--- src/rtl/twi_hc_pkg.sv ---
package twi_hc_pkg;

    typedef enum logic [2:0] {
        OP_NONE   = 3'd0,
        OP_RSTART = 3'd1,
        OP_READ   = 3'd2,
        OP_WRITE  = 3'd3,
        OP_STOP   = 3'd4,
        OP_ACK    = 3'd5
    } op_e;

    typedef enum logic [1:0] {
        ST_IDLE  = 2'd0,
        ST_PEND  = 2'd1,
        ST_WAITD = 2'd2
    } st_e;

    localparam logic [1:0] OFS_CTRL = 2'd0;
    localparam logic [1:0] OFS_ADDR = 2'd1;
    localparam logic [1:0] OFS_DATA = 2'd2;
    localparam logic [1:0] OFS_STAT = 2'd3;

    localparam int BIT_FLUSH = 3;
    localparam int BIT_ACK   = 2;

    localparam logic [1:0] CMD_NOP    = 2'd0;
    localparam logic [1:0] CMD_RSTART = 2'd1;
    localparam logic [1:0] CMD_XFER   = 2'd2;
    localparam logic [1:0] CMD_STOP   = 2'd3;

endpackage

--- src/rtl/twi_hc_decode.sv ---
module twi_hc_decode
    import twi_hc_pkg::*;
(
    input  logic       ctrl_wr,
    input  logic       data_rd,
    input  logic [1:0] cmd,
    input  logic       flush_bit,
    input  logic       ack_bit,
    input  logic       smart_en,
    input  logic       ack_q,
    input  logic       dir_q,
    input  logic       idle,
    output logic       flush_hit,
    output logic       req_valid,
    output op_e        req_op,
    output logic       req_nack,
    output logic       enter_wait
);

    logic ack_eff;

    always_comb begin
        flush_hit  = ctrl_wr & flush_bit;
        ack_eff    = ctrl_wr ? ack_bit : ack_q;
        req_valid  = 1'b0;
        req_op     = OP_NONE;
        enter_wait = 1'b0;
        req_nack   = ack_eff;
        if (!flush_hit && idle) begin
            if (ctrl_wr) begin
                case (cmd)
                    CMD_RSTART: begin
                        req_valid = 1'b1;
                        req_op    = OP_RSTART;
                    end
                    CMD_XFER: begin
                        if (dir_q) begin
                            req_valid = 1'b1;
                            req_op    = OP_READ;
                        end else begin
                            enter_wait = 1'b1;
                        end
                    end
                    CMD_STOP: begin
                        req_valid = 1'b1;
                        req_op    = OP_STOP;
                    end
                    default: begin
                        req_valid = 1'b0;
                    end
                endcase
            end else if (data_rd && smart_en) begin
                req_valid = 1'b1;
                req_op    = OP_ACK;
            end
        end
    end

endmodule

--- src/rtl/twi_hc_seq.sv ---
module twi_hc_seq
    import twi_hc_pkg::*;
#(
    parameter int DATA_W = 8
) (
    input  logic              clk,
    input  logic              rst_n,
    input  logic              ctrl_wr,
    input  logic              addr_wr,
    input  logic              data_wr,
    input  logic              ack_bit,
    input  logic [DATA_W-1:0] wdata,
    input  logic              done,
    input  logic              flush_hit,
    input  logic              req_valid,
    input  op_e               req_op,
    input  logic              req_nack,
    input  logic              enter_wait,
    output st_e               st_q,
    output logic              ack_q,
    output logic              dir_q,
    output logic              bad_q,
    output logic [DATA_W-1:0] byte_q,
    output logic              req_q,
    output op_e               op_q,
    output logic              ack_en_q,
    output logic              nack_q,
    output logic              flush_q
);

    typedef struct packed {
        st_e               st;
        logic              ack;
        logic              dir;
        logic              addr_seen;
        logic              bad;
        logic [DATA_W-1:0] tx;
        logic              req;
        op_e               op;
        logic              ack_en;
        logic              nack;
        logic              flush;
    } seq_t;

    localparam seq_t SEQ_RST = '{
        st: ST_IDLE, ack: 1'b0, dir: 1'b0, addr_seen: 1'b0, bad: 1'b0,
        tx: '0, req: 1'b0, op: OP_NONE, ack_en: 1'b0, nack: 1'b0, flush: 1'b0
    };

    seq_t s_d, s_q;

    always_comb begin
        s_d       = s_q;
        s_d.req   = 1'b0;
        s_d.flush = 1'b0;
        if (ctrl_wr) begin
            s_d.ack = ack_bit;
        end
        if (flush_hit) begin
            s_d.st        = ST_IDLE;
            s_d.dir       = 1'b0;
            s_d.addr_seen = 1'b0;
            s_d.bad       = 1'b0;
            s_d.flush     = 1'b1;
        end else begin
            if (addr_wr) begin
                s_d.dir       = wdata[0];
                s_d.addr_seen = 1'b1;
                s_d.tx        = wdata;
            end
            if (data_wr) begin
                s_d.tx = wdata;
                if (!s_q.addr_seen) begin
                    s_d.bad = 1'b1;
                end
                if (s_q.st == ST_WAITD) begin
                    s_d.req    = 1'b1;
                    s_d.op     = OP_WRITE;
                    s_d.ack_en = 1'b0;
                    s_d.nack   = s_q.ack;
                    s_d.st     = ST_PEND;
                end
            end
            if (done && s_q.st == ST_PEND) begin
                s_d.st = ST_IDLE;
            end
            if (req_valid) begin
                s_d.req    = 1'b1;
                s_d.op     = req_op;
                s_d.ack_en = 1'b1;
                s_d.nack   = req_nack;
                s_d.st     = ST_PEND;
            end
            if (enter_wait) begin
                s_d.st = ST_WAITD;
            end
        end
    end

    always_ff @(posedge clk or negedge rst_n) begin
        if (!rst_n) begin
            s_q <= SEQ_RST;
        end else begin
            s_q <= s_d;
        end
    end

    assign st_q     = s_q.st;
    assign ack_q    = s_q.ack;
    assign dir_q    = s_q.dir;
    assign bad_q    = s_q.bad;
    assign byte_q   = s_q.tx;
    assign req_q    = s_q.req;
    assign op_q     = s_q.op;
    assign ack_en_q = s_q.ack_en;
    assign nack_q   = s_q.nack;
    assign flush_q  = s_q.flush;

    // a request is never followed by another in the next cycle
    a_r13_single_req: assert property (@(posedge clk) disable iff (!rst_n)
        req_q |=> !req_q);

    // input assumption, done only while a request is outstanding
    a_r13_done_in_pend: assert property (@(posedge clk) disable iff (!rst_n)
        done |-> (s_q.st == ST_PEND));

    a_r8_write_no_ack: assert property (@(posedge clk) disable iff (!rst_n)
        (req_q && op_q == OP_WRITE) |-> !ack_en_q);

    a_r6_cmd_has_ack: assert property (@(posedge clk) disable iff (!rst_n)
        (req_q && op_q != OP_WRITE) |-> ack_en_q);

    a_r2_flush_quiet: assert property (@(posedge clk) disable iff (!rst_n)
        flush_q |-> (!req_q && s_q.st == ST_IDLE && !s_q.bad));

    a_r14_bad_sticky: assert property (@(posedge clk) disable iff (!rst_n)
        (s_q.bad && !flush_hit) |=> s_q.bad);

    a_r11_data_wr_no_ack: assert property (@(posedge clk) disable iff (!rst_n)
        (data_wr && s_q.st == ST_IDLE) |=> !req_q);

endmodule

--- src/rtl/twi_host_ctrl.sv ---
module twi_host_ctrl
    import twi_hc_pkg::*;
#(
    parameter int DATA_W = 8
) (
    input  logic              clk,
    input  logic              rst_n,
    input  logic              bus_wr,
    input  logic              bus_rd,
    input  logic [1:0]        bus_addr,
    input  logic [DATA_W-1:0] bus_wdata,
    output logic [DATA_W-1:0] bus_rdata,
    input  logic              smart_en,
    output logic              eng_req,
    output logic [2:0]        eng_op,
    output logic              eng_ack_en,
    output logic              eng_nack,
    output logic [DATA_W-1:0] eng_byte,
    input  logic [DATA_W-1:0] eng_rx_data,
    input  logic              eng_done,
    output logic              flush_o
);

    localparam int STAT_BITS = 4;

    logic ctrl_wr, addr_wr, data_wr, data_rd;
    logic flush_hit, req_valid, req_nack, enter_wait;
    op_e  req_op, op_q;
    st_e  st_q;
    logic ack_q, dir_q, bad_q;
    logic [STAT_BITS-1:0] stat_bits;

    assign ctrl_wr = bus_wr && bus_addr == OFS_CTRL;
    assign addr_wr = bus_wr && bus_addr == OFS_ADDR;
    assign data_wr = bus_wr && bus_addr == OFS_DATA;
    assign data_rd = bus_rd && bus_addr == OFS_DATA;

    twi_hc_decode u_dec (
        .ctrl_wr   (ctrl_wr),
        .data_rd   (data_rd),
        .cmd       (bus_wdata[1:0]),
        .flush_bit (bus_wdata[BIT_FLUSH]),
        .ack_bit   (bus_wdata[BIT_ACK]),
        .smart_en  (smart_en),
        .ack_q     (ack_q),
        .dir_q     (dir_q),
        .idle      (st_q == ST_IDLE),
        .flush_hit (flush_hit),
        .req_valid (req_valid),
        .req_op    (req_op),
        .req_nack  (req_nack),
        .enter_wait(enter_wait)
    );

    twi_hc_seq #(.DATA_W(DATA_W)) u_seq (
        .clk       (clk),
        .rst_n     (rst_n),
        .ctrl_wr   (ctrl_wr),
        .addr_wr   (addr_wr),
        .data_wr   (data_wr),
        .ack_bit   (bus_wdata[BIT_ACK]),
        .wdata     (bus_wdata),
        .done      (eng_done),
        .flush_hit (flush_hit),
        .req_valid (req_valid),
        .req_op    (req_op),
        .req_nack  (req_nack),
        .enter_wait(enter_wait),
        .st_q      (st_q),
        .ack_q     (ack_q),
        .dir_q     (dir_q),
        .bad_q     (bad_q),
        .byte_q    (eng_byte),
        .req_q     (eng_req),
        .op_q      (op_q),
        .ack_en_q  (eng_ack_en),
        .nack_q    (eng_nack),
        .flush_q   (flush_o)
    );

    assign eng_op    = op_q;
    assign stat_bits = {bad_q, dir_q, st_q == ST_WAITD, st_q == ST_PEND};

    always_comb begin
        bus_rdata = '0;
        case (bus_addr)
            OFS_CTRL: bus_rdata[BIT_ACK] = ack_q;
            OFS_ADDR: bus_rdata[0]       = dir_q;
            OFS_DATA: bus_rdata          = eng_rx_data;
            default:  bus_rdata[STAT_BITS-1:0] = stat_bits;
        endcase
    end

endmodule

--- config.mk ---
export PLATFORM = sky130hd
export DESIGN_NAME = twi_host_ctrl
export DESIGN_NICKNAME = d
export VERILOG_FILES = /design/src/rtl/twi_hc_pkg.sv /design/src/rtl/twi_hc_decode.sv /design/src/rtl/twi_hc_seq.sv /design/src/rtl/twi_host_ctrl.sv
export SDC_FILE = /design/constraint.sdc
export NUM_CORES = 1
export LEC_CHECK = 0
export BUFFER_PORTS_ARGS = -buffer_cell sky130_fd_sc_hd__clkbuf_2
export CAP_MARGIN = 0
export CORE_MARGIN = 2
export CORE_UTILIZATION = 53
export CTS_BUF_LIST = sky130_fd_sc_hd__clkbuf_2
export CTS_CLUSTER_DIAMETER = 40
export DETAILED_ROUTE_END_ITERATION = 10
export PLACE_DENSITY = 0.85
export SYNTH_ARGS = -nofsm -noshare
export SYNTH_HDL_FRONTEND = slang
export SYNTH_SLANG_ARGS = --single-unit
--- constraint.sdc ---
create_clock -name clk -period 2.7 [get_ports clk]
set_input_delay 0.54 -clock clk [delete_from_list [all_inputs] [get_ports clk]]
set_output_delay 0.54 -clock clk [all_outputs]
set_load 0.1 [all_outputs]
==> flow_metrics.tcl, run 1 <==
set metrics [dict create \
    outcome "finished clean" \
    diodes 0 \
    fillers 156 \
    drc_errors 0 \
    grt_pass1_wl_um 3510 \
    max-cap-violations 0 \
    grtUsageMet2 0.307 \
    worstSkewPairLatency_ns 0.32 \
    portBuffers 46 \
    grt_start_max_net_pins 22 \
    clock-root-buffer "clkbuf_2" \
    cts_resized 0 \
    period_needed_ns 2.24 \
    setup_viol 0 \
    avgSynthCellArea_um2 10.8 \
    relSlewSlack 0.639 \
    cts_buffer_depth 2 \
    hold_viol_final 0 \
    synth_cell_types 31 \
    endpoint_kind "output port" \
    layout-drive-gt1-share 0.475 \
    grtUsageTotal 0.188 \
    ant_nets 0 \
    dp.cells 164 \
    dp_hpwl_um 1730 \
    post_cts_buffers 0 \
    cts_buffers 3 \
    final_cells 168 \
    dieWidth_um 50.1 \
    path_buf_inv 1 \
    dieArea_um2 2510 \
    rr_worst_depth 4 \
    gp_congestion 0.908 \
    cp_cell_sequence "nor2b_1 > mux2i_1 > nor2b_2 > clkbuf_2" \
    grt_overflow 0 \
    final_nets 166 \
    path_class "reg -> out" \
    fmax_mhz 446 \
    final_core_utilization 0.682 \
    pre_cts_ws_ns 0.432 \
    routed_wirelength_um 2180 \
    clk_pin_slew_ns 0.20 \
    die_h_um 50.1 \
    ir_worst_vdd_v 0.000705 \
    syn_area_um2 1130 \
    worst_clock_skew_ns 0.00113 \
    cp_slowest_stage_delay_ns 0.45 \
    worstPathRequired_ns 2.16 \
    worstPathArrival_ns 1.70 \
    syn_to_final_growth_pct 20.0 \
    setup_slack_ns 0.456 \
    io_pins 47 \
    vias 880 \
    initial_core_util 0.569 \
    ys_warn_count 0 \
    cts_tree "done" \
    grt_antenna_before_repair 0 \
    crit_family "flip-flops" \
    power_density_nw_per_um2 1020 \
    critical_path_cell_count 4 \
    syn-num-nets 128 \
    worst_pin_slew_ns 0.544 \
    grt_pass1_vias 804 \
    grt_use_met3 0.0364 \
    maxSlewViolCount 0 \
    rsz0062_at_grt "false" \
    cp_slowest_cell "dfrtp_1" \
    wl_per_cell_um 13.0 \
    post-route-period-util 0.831 \
    syn_inst 104 \
    whs_ns 0.132 \
    met1_usage 0.231 \
    postCtsHoldBufs 0 \
    critPathLaunchType "flip-flop" \
    ys_seq_elements 21 \
    htree_levels 1 \
    cts_sinks 21 \
    path_max_fanout 5 \
    busiest_layer "met2" \
    largest_reg_flops 8 \
    hp-class "in -> async" \
    core_area_um2 1980 \
    fin_setup_tns_ns 0 \
    p_leak_nw 0.698 \
    dr.first_iter.drc_count 22 \
    synth-seq-area-share 0.466 \
    core.rowCount 16 \
    viasPerCell 5.24 \
    first_pass_iters 4 \
]
[report_power, final]
group | internal, mW | switching, mW | total [mW]
sequential | 0.392 | 0.0493 | 0.442
clock | 0.0345 | 0.0992 | 0.134
combinational | 0.159 | 0.639 | 0.798
[cells by family after synthesis]
group                  count (synthesis)  synth area share
AO/OA/AOI/OAI                         15            0.0910
buffers and inverters                 17             0.101
flip-flops                            21             0.466
multiplexers                          17             0.168
AND/OR/NAND/NOR                       34             0.174
[cell usage in the layout (no fill, tap or decap), drive strengths merged]
cell / n
clkbuf: 44
dfrtp: 21
mux2: 12
nand2: 11
buf: 7
nor2b: 7
mux2i: 5
and2: 4
o21ai: 4
nor2: 3
a31oi: 3
a22o: 2
nand3: 2
inv: 2
nor3b: 2
nand3b: 1
a21o: 1
a32oi: 1
or4: 1
nand4: 1
a21oi: 1
nor4b: 1
nand4b: 1
a22oi: 1
o21a: 1
a32o: 1
clkinvlp: 1
[per-stage QoR]
| stage | cell area, um^2 | power, mW |
|---|---|---|
| 2_1_floorplan | 1130 | 1.18 |
| 3_3_place_gp | 1330 | 1.24 |
| 3_5_place_dp | 1330 | 1.25 |
| 4_1_cts | 1350 | 1.39 |
| 5_1_grt | 1350 | 1.43 |
| 6_report | 1350 | 1.37 |
[worst reg2reg max path, cell delays in order, from the launching register on]
cell and delay (ns):
dfrtp_1 0.48, a21o_1 0.15, a32oi_1 0.04, or4_1 0.59, mux2_4 0.35
[path summary, 6_finish.rpt]
path                                            from                     endpoint  slack (ns)
min in group clk                        bus_wdata[6]  u_seq.byte_q[6]$_DFFE_PN0P_        0.43
hold / removal                                 rst_n   u_seq.ack_en_q$_DFFE_PN0P_        0.13
hold reg to reg              u_seq.bad_q$_DFFE_PN0P_      u_seq.bad_q$_DFFE_PN0P_        0.53
setup reg to reg             u_seq.dir_q$_DFFE_PN0P_     u_seq.nack_q$_DFFE_PN0P_        1.00
setup / recovery           u_seq.st_q[1]$_DFFE_PN0P_                 bus_rdata[1]        0.46
max in group asynchronous                      rst_n      u_seq.dir_q$_DFFE_PN0P_        2.24
[layout make-up]
cell class / count / area, um^2 / share of cell area
sequential: 21 / 526 / 0.389
multi-input combinational: 66 / 493 / 0.364
timing repair buffer: 48 / 270 / 0.200
tap: 27 / 33.8 / 0.0250
clock buffer: 3 / 15.0 / 0.0111
clock inverter: 1 / 7.51 / 0.00555
inverter: 2 / 7.51 / 0.00555
[per-layer routing]
layer	vias up	wire [um]
li1	434	-
met1	408	900
met2	34	1090
met3	4	143
met4	0	44
met5	-	0
[synthesized netlist by cell type]
| cell type | number | area (um^2) |
|---|---|---|
| dfrtp_1 | 21 | 526 |
| buf_4 | 11 | 82.6 |
| mux2_2 | 11 | 124 |
| nand2_1 | 11 | 41.3 |
| nor2b_1 | 7 | 43.8 |
| mux2i_1 | 5 | 50.1 |
| and2_1 | 4 | 25.0 |
| a31oi_1 | 3 | 18.8 |
| nor2_1 | 3 | 11.3 |
| o21ai_0 | 3 | 15.0 |
| a22o_1 | 2 | 17.5 |
| clkbuf_1 | 2 | 7.51 |
| inv_1 | 2 | 7.51 |
| nand3_1 | 2 | 10.0 |
| a21o_1 | 1 | 7.51 |
| a21oi_1 | 1 | 5.00 |
| a22oi_1 | 1 | 7.51 |
| a32o_1 | 1 | 10.0 |
| a32oi_1 | 1 | 8.76 |
| buf_2 | 1 | 5.00 |
| buf_6 | 1 | 11.3 |
| mux2_4 | 1 | 15.0 |
| nand3b_1 | 1 | 7.51 |
| nand4_1 | 1 | 6.26 |
| nand4b_1 | 1 | 8.76 |
| nor3b_1 | 1 | 7.51 |
| nor3b_4 | 1 | 18.8 |
| nor4b_1 | 1 | 8.76 |
| o21a_1 | 1 | 7.51 |
| o21ai_1 | 1 | 5.00 |
| or4_1 | 1 | 7.51 |
(Power assumes the default switching activity.)
==> run 2, diff against run 1 <==
--- a/config.mk
+++ b/config.mk
@@ -8,11 +8,11 @@
 export BUFFER_PORTS_ARGS = -buffer_cell sky130_fd_sc_hd__clkbuf_2
 export CAP_MARGIN = 0
 export CORE_MARGIN = 2
-export CORE_UTILIZATION = 53
+export CORE_UTILIZATION = 44
 export CTS_BUF_LIST = sky130_fd_sc_hd__clkbuf_2
 export CTS_CLUSTER_DIAMETER = 40
 export DETAILED_ROUTE_END_ITERATION = 10
-export PLACE_DENSITY = 0.85
+export PLACE_DENSITY = 0.75
 export SYNTH_ARGS = -nofsm -noshare
 export SYNTH_HDL_FRONTEND = slang
 export SYNTH_SLANG_ARGS = --single-unit
==> constraint.sdc (replaced) <==
create_clock -name clk -period 1.9 [get_ports clk]
set_input_delay 0.38 -clock clk [delete_from_list [all_inputs] [get_ports clk]]
set_output_delay 0.38 -clock clk [all_outputs]
set_load 0.1 [all_outputs]
==> flow_metrics.tcl, run 2 (synthesized netlist as in run 1, its figures left out) <==
set metrics [dict create \
    outcome "finished with violations" \
    violations "negative setup slack" \
    power_density_nw_per_um2 1330 \
    mostFrequentLayoutCell "clkbuf_2" \
    core_area_um2 2450 \
    ir_worst_vdd_v 0.00131 \
    whs_ns 0.263 \
    grt_pass1_wl_um 3910 \
    grt_antenna_before_repair 0 \
    path_class "reg -> out" \
    rsz0062_at_grt "true" \
    cts_buffers 3 \
    htree_levels 1 \
    viasPerCell 5.16 \
    layout-drive-gt1-share 0.546 \
    final_nets 177 \
    dieArea_um2 2980 \
    cts_tree "done" \
    worstPathArrival_ns 1.61 \
    r2r-start "u_seq.st_q[0]$_DFFE_PN0P_" \
    critPathLaunchType "flip-flop" \
    ant_nets 0 \
    path_max_fanout 3 \
    final_cell_mix "41 x clkbuf_2, 20 x dfrtp_1, 11 x nand2_1, 11 x buf_4, 10 x mux2_2" \
    fmax_mhz 504 \
    cts_buffer_depth 2 \
    hp-class "in -> reg" \
    dp_hpwl_um 1970 \
    core.rowCount 18 \
    grt_start_max_net_pins 22 \
    setup_slack_ns -0.0859 \
    maxSlewViolCount 0 \
    dieWidth_um 54.6 \
    fin_setup_tns_ns -0.157 \
    crit_path_start "u_seq.st_q[0]$_DFFE_PN0P_" \
    worstPathRequired_ns 1.52 \
    hold_start "bus_wdata[7]" \
    wl_per_cell_um 14.3 \
    setup_viol 2 \
    drc_errors 0 \
    routed_wirelength_um 2610 \
    worstSkewPairLatency_ns 0.33 \
    hold_viol_final 0 \
    endpoint_kind "output port" \
    grt_overflow 0 \
    portBuffers 46 \
    cts_sinks 21 \
    grt_pass1_vias 909 \
    gp_congestion 0.923 \
    post-route-period-util 1.05 \
    worst_pin_slew_ns 0.546 \
    io_pins 47 \
    syn_to_final_growth_pct 41.5 \
    worst_clock_skew_ns 0.00953 \
    p_leak_nw 0.798 \
    first_pass_iters 4 \
    die_h_um 54.6 \
    grtUsageTotal 0.187 \
    clk_pin_slew_ns 0.21 \
    largest_reg_flops 8 \
    clock-root-buffer "clkbuf_2" \
    diodes 0 \
    initial_core_util 0.459 \
    vias 939 \
    relSlewSlack 0.638 \
    dr.first_iter.drc_count 23 \
    max-cap-violations 0 \
    period_needed_ns 1.99 \
]
## run 2: cell count changes in the layout (fill, tap and decap cells not counted), moves of 2 or more
cell,before,now
buf_12,1,8
buf_4,6,11
nor2b_4,0,4
clkbuf_2,44,41
nor2b_1,5,3
nor2b_2,2,0
## run 2: metrics by stage
step / worst slack [ns] / util / std cells / power (mW) / cell area [um^2]
after global routing: -0.139 / 0.650 / 182 / 2.22 / 1600
after floorplan: -0.00317 / - / 104 / 1.68 / 1150
after global placement: 0.166 / 0.606 / 173 / 1.82 / 1490
final: -0.0859 / 0.650 / 182 / 2.12 / 1600
after CTS: -0.0807 / 0.633 / 180 / 2.09 / 1550
after detailed placement: 0.117 / 0.606 / 173 / 1.84 / 1490
## run 2: where the power goes
group | switching, mW | internal (mW)
clock network | 0.145 | 0.0490
registers | 0.0768 | 0.559
logic | 0.956 | 0.338
total | 1.18 | 0.946
## run 2: final cells by class
class	instances	area (um^2)
Tap cell	30	37.5
Sequential cell	21	527
Multi-Input combinational cell	66	547
Inverter	2	7.51
Timing Repair Buffer	59	454
Clock buffer	3	15.0
Fill cell	205	860
Clock inverter	1	7.51
## run 2: what timing repair did
action,4_1_cts,5_1_grt
gates cloned,0,0
hold endpoints to repair,21,0
hold buffers,1,0
buffers inserted,2,2
setup endpoints to repair,2,2
gates resized for setup,6,4
pin swaps,1,0
## run 2: worst paths after layout
path                                               endpoint  slack [ns]  depth (start not counted)
worst min-delay path            u_seq.byte_q[7]$_DFFE_PN0P_        0.26                          2
min in group asynchronous         u_seq.st_q[0]$_DFFE_PN0P_        0.51                          2
max in group asynchronous         u_seq.st_q[1]$_DFFE_PN0P_        1.03                          2
worst max-delay path                           bus_rdata[0]       -0.09                          4
worst min register to register   u_seq.ack_en_q$_DFFE_PN0P_        0.52                          2
worst max register to register     u_seq.nack_q$_DFFE_PN0P_        0.20                          7
## run 2: worst max-delay path, stage by stage, from the launching register on
cell and delay [ns]:
dfrtp_1 0.45, nor2b_4 0.14, mux2_4 0.26, a22o_4 0.25, buf_12 0.16
## run 2: layer usage
| layer | wire length (um) | up-vias | GRT usage |
|---|---|---|---|
| met5 | 0 | - | 0 |
| met4 | 27 | 0 | 0.0750 |
| met3 | 124 | 4 | 0.0246 |
| met2 | 1360 | 29 | 0.321 |
| met1 | 1100 | 454 | 0.234 |
| li1 | - | 452 | - |
==> run 3, diff against run 2 <==
--- a/config.mk
+++ b/config.mk
@@ -8,11 +8,12 @@
 export BUFFER_PORTS_ARGS = -buffer_cell sky130_fd_sc_hd__clkbuf_2
 export CAP_MARGIN = 0
 export CORE_MARGIN = 2
-export CORE_UTILIZATION = 44
+export CORE_UTILIZATION = 45
 export CTS_BUF_LIST = sky130_fd_sc_hd__clkbuf_2
 export CTS_CLUSTER_DIAMETER = 40
 export DETAILED_ROUTE_END_ITERATION = 10
 export PLACE_DENSITY = 0.75
 export SYNTH_ARGS = -nofsm -noshare
 export SYNTH_HDL_FRONTEND = slang
+export SYNTH_HIERARCHICAL = 1
 export SYNTH_SLANG_ARGS = --single-unit
==> flow_metrics.tcl, run 3 <==
set metrics [dict create \
    synth.most_common_cell "dfrtp_1" \
    relSlewSlack 0.640 \
    core.rowCount 18 \
    cts_buffer_depth 2 \
    ir_worst_vdd_v 0.000833 \
    final_area_um2 1640 \
    fillers 224 \
    first_pass_iters 4 \
    p_int_uw 810 \
    initial_core_util 0.485 \
    cts_buffers 3 \
    maxSlewViolCount 0 \
    seqCellArea_um2 526 \
    grt_start_max_net_pins 22 \
    synth_cell_types 36 \
    io_pins 47 \
    ys_warn_count 6 \
    fin_setup_tns_ns 0 \
    portBuffers 46 \
    final_cells 190 \
    worstPathRequired_ns 1.52 \
    swShare 0.530 \
    gp_congestion 0.805 \
    grt_pass1_wl_um 4140 \
    worst_pin_slew_ns 0.543 \
    grt_pass1_vias 950 \
    synth-edff-count 0 \
    syn-num-nets 137 \
    worstPathArrival_ns 1.40 \
    cp_slowest_stage_delay_ns 0.42 \
    viasPerCell 5.11 \
    fmax_mhz 563 \
    synthFlopType "dfrtp_1" \
    path_buf_inv 2 \
    layout-drive-gt1-share 0.550 \
    ant_nets 0 \
    outcome "finished clean" \
    cts_sinks 21 \
    largest_reg_flops 8 \
    final_nets 185 \
    netlist.area_leader.share 0.430 \
    drc_errors 0 \
    dp.cells 185 \
    clockPowerShare 0.104 \
    synthTopCellsByCount "21 x dfrtp_1, 15 x buf_4, 10 x mux2_2" \
    setup_slack_ns 0.123 \
    hold_viol_final 0 \
    ys_top_cells_by_area "dfrtp_1 43%, buf_4 9.2%, mux2_2 9.2%" \
    power_density_nw_per_um2 1050 \
    critPathLaunchType "flip-flop" \
    setup_viol 0 \
    placed_cell_area_um2 1600 \
    dieWidth_um 56.1 \
    path_max_fanout 3 \
    die_h_um 56.1 \
    grt_overflow 0 \
    final_cell_mix "42 x clkbuf_2, 21 x dfrtp_1, 12 x buf_4" \
    power.share.sequential 0.341 \
    diodes 0 \
    cts_tree "done" \
    p_switching_uw 914 \
    max-cap-violations 0 \
    routed_wirelength_um 2470 \
    dp_hpwl_um 2050 \
    path_class "reg -> out" \
    cp_slowest_cell "dfrtp_1" \
    crit_family "flip-flops" \
    vias 970 \
    multi_input_area_um2 571 \
    grt_antenna_before_repair 0 \
    worstSkewPairLatency_ns 0.30 \
    syn_area_um2 1220 \
    p_leak_nw 0.843 \
    wl_per_cell_um 13.0 \
    synth-seq-area-share 0.430 \
    ys_seq_elements 21 \
    power_mw 1.72 \
    async_flop_share 1.00 \
    dr.first_iter.drc_count 6 \
    postCtsHoldBufs 0 \
    combPwrFrac 0.555 \
    syn_inst 113 \
    rsz0062_at_grt "false" \
    post-route-period-util 0.935 \
    cp_cell_sequence "buf_6 > nand3b_1 > a31oi_2 > buf_12" \
    mostFrequentLayoutCell "clkbuf_2" \
    yosys.area.top_type "dfrtp_1" \
    core_area_um2 2520 \
    avgSynthCellArea_um2 10.8 \
    worst_clock_skew_ns 0.00449 \
    htree_levels 1 \
    dieArea_um2 3150 \
    grtUsageTotal 0.162 \
    syn_to_final_growth_pct 33.8 \
    clock-root-buffer "clkbuf_2" \
    period_needed_ns 1.78 \
    endpoint_kind "output port" \
    pre_cts_ws_ns -0.0510 \
    clk_pin_slew_ns 0.18 \
    hp-class "in -> async" \
]
==> run 3: what timing repair did <==
item / in CTS / in global routing
gates resized for setup: 0 / 1
setup buffers: 0 / 1
endpoints found under the setup margin: 0 / 1
==> run 3: final timing paths <==
| check | start | end | slack, ns | depth (start not counted) |
|---|---|---|---|---|
| worst min register to register | u_seq/s_q[16]$_DFFE_PN0P_ | u_seq/s_q[16]$_DFFE_PN0P_ | 0.53 | 2 |
| worst max-delay path | u_seq/st_q[1]$_DFFE_PN0P_ | bus_rdata[0] | 0.12 | 4 |
| worst min-delay path | rst_n | u_seq/byte_q[0]$_DFFE_PN0P_ | 0.01 | 1 |
| min in group clk | bus_wdata[6] | u_seq/byte_q[6]$_DFFE_PN0P_ | 0.30 | 2 |
| max in group asynchronous | rst_n | u_seq/byte_q[5]$_DFFE_PN0P_ | 1.55 | 1 |
| worst max register to register | u_seq/st_q[0]$_DFFE_PN0P_ | u_seq/op_q[1]$_DFFE_PN0P_ | 0.14 | 6 |
==> run 3: cell families (layout without fill, tap and decap cells) <==
logic type | count (synthesis) | after routing | share of synthesized area
simple gates | 37 | 37 | 0.212
buf+inv | 24 | 71 | 0.126
compound gates | 18 | 18 | 0.116
mux | 13 | 13 | 0.117
flops | 21 | 21 | 0.430
==> run 3: stage by stage <==
step / hold WS (ns) / utilization
6_report: 0.0124 / 0.648
5_1_grt: 0.0270 / 0.648
4_1_cts: 0.0156 / 0.644
3_5_place_dp: 0.373 / 0.636
3_3_place_gp: 0.361 / 0.636
2_1_floorplan: 0.0844 / -
==> run 3: area by class of cell <==
class / instances / share of cell area
multi-input combinational: 68 / 0.349
inverter: 8 / 0.0184
timing repair buffer: 59 / 0.276
sequential: 21 / 0.321
clock buffer: 4 / 0.0122
tap: 30 / 0.0230
==> run 3: metal layers <==
layer / vias to the layer above / routed length [um] / share of wire / track usage
met5: - / 0 / 0 / 0
met4: 0 / 12 / 0.0049 / 0.0442
met3: 2 / 176 / 0.071 / 0.0186
met2: 40 / 1250 / 0.50 / 0.294
met1: 452 / 1040 / 0.42 / 0.201
li1: 476 / - / - / -
==> run 3: power groups by stage <==
stage	combinational [mW]	clock, mW	sequential (mW)
after CTS	0.960	0.184	0.589
after global routing	0.993	0.201	0.600
after detailed placement	0.958	0	0.599
after floorplan	0.738	0	0.694
after global placement	0.946	0	0.596
final	0.957	0.179	0.589
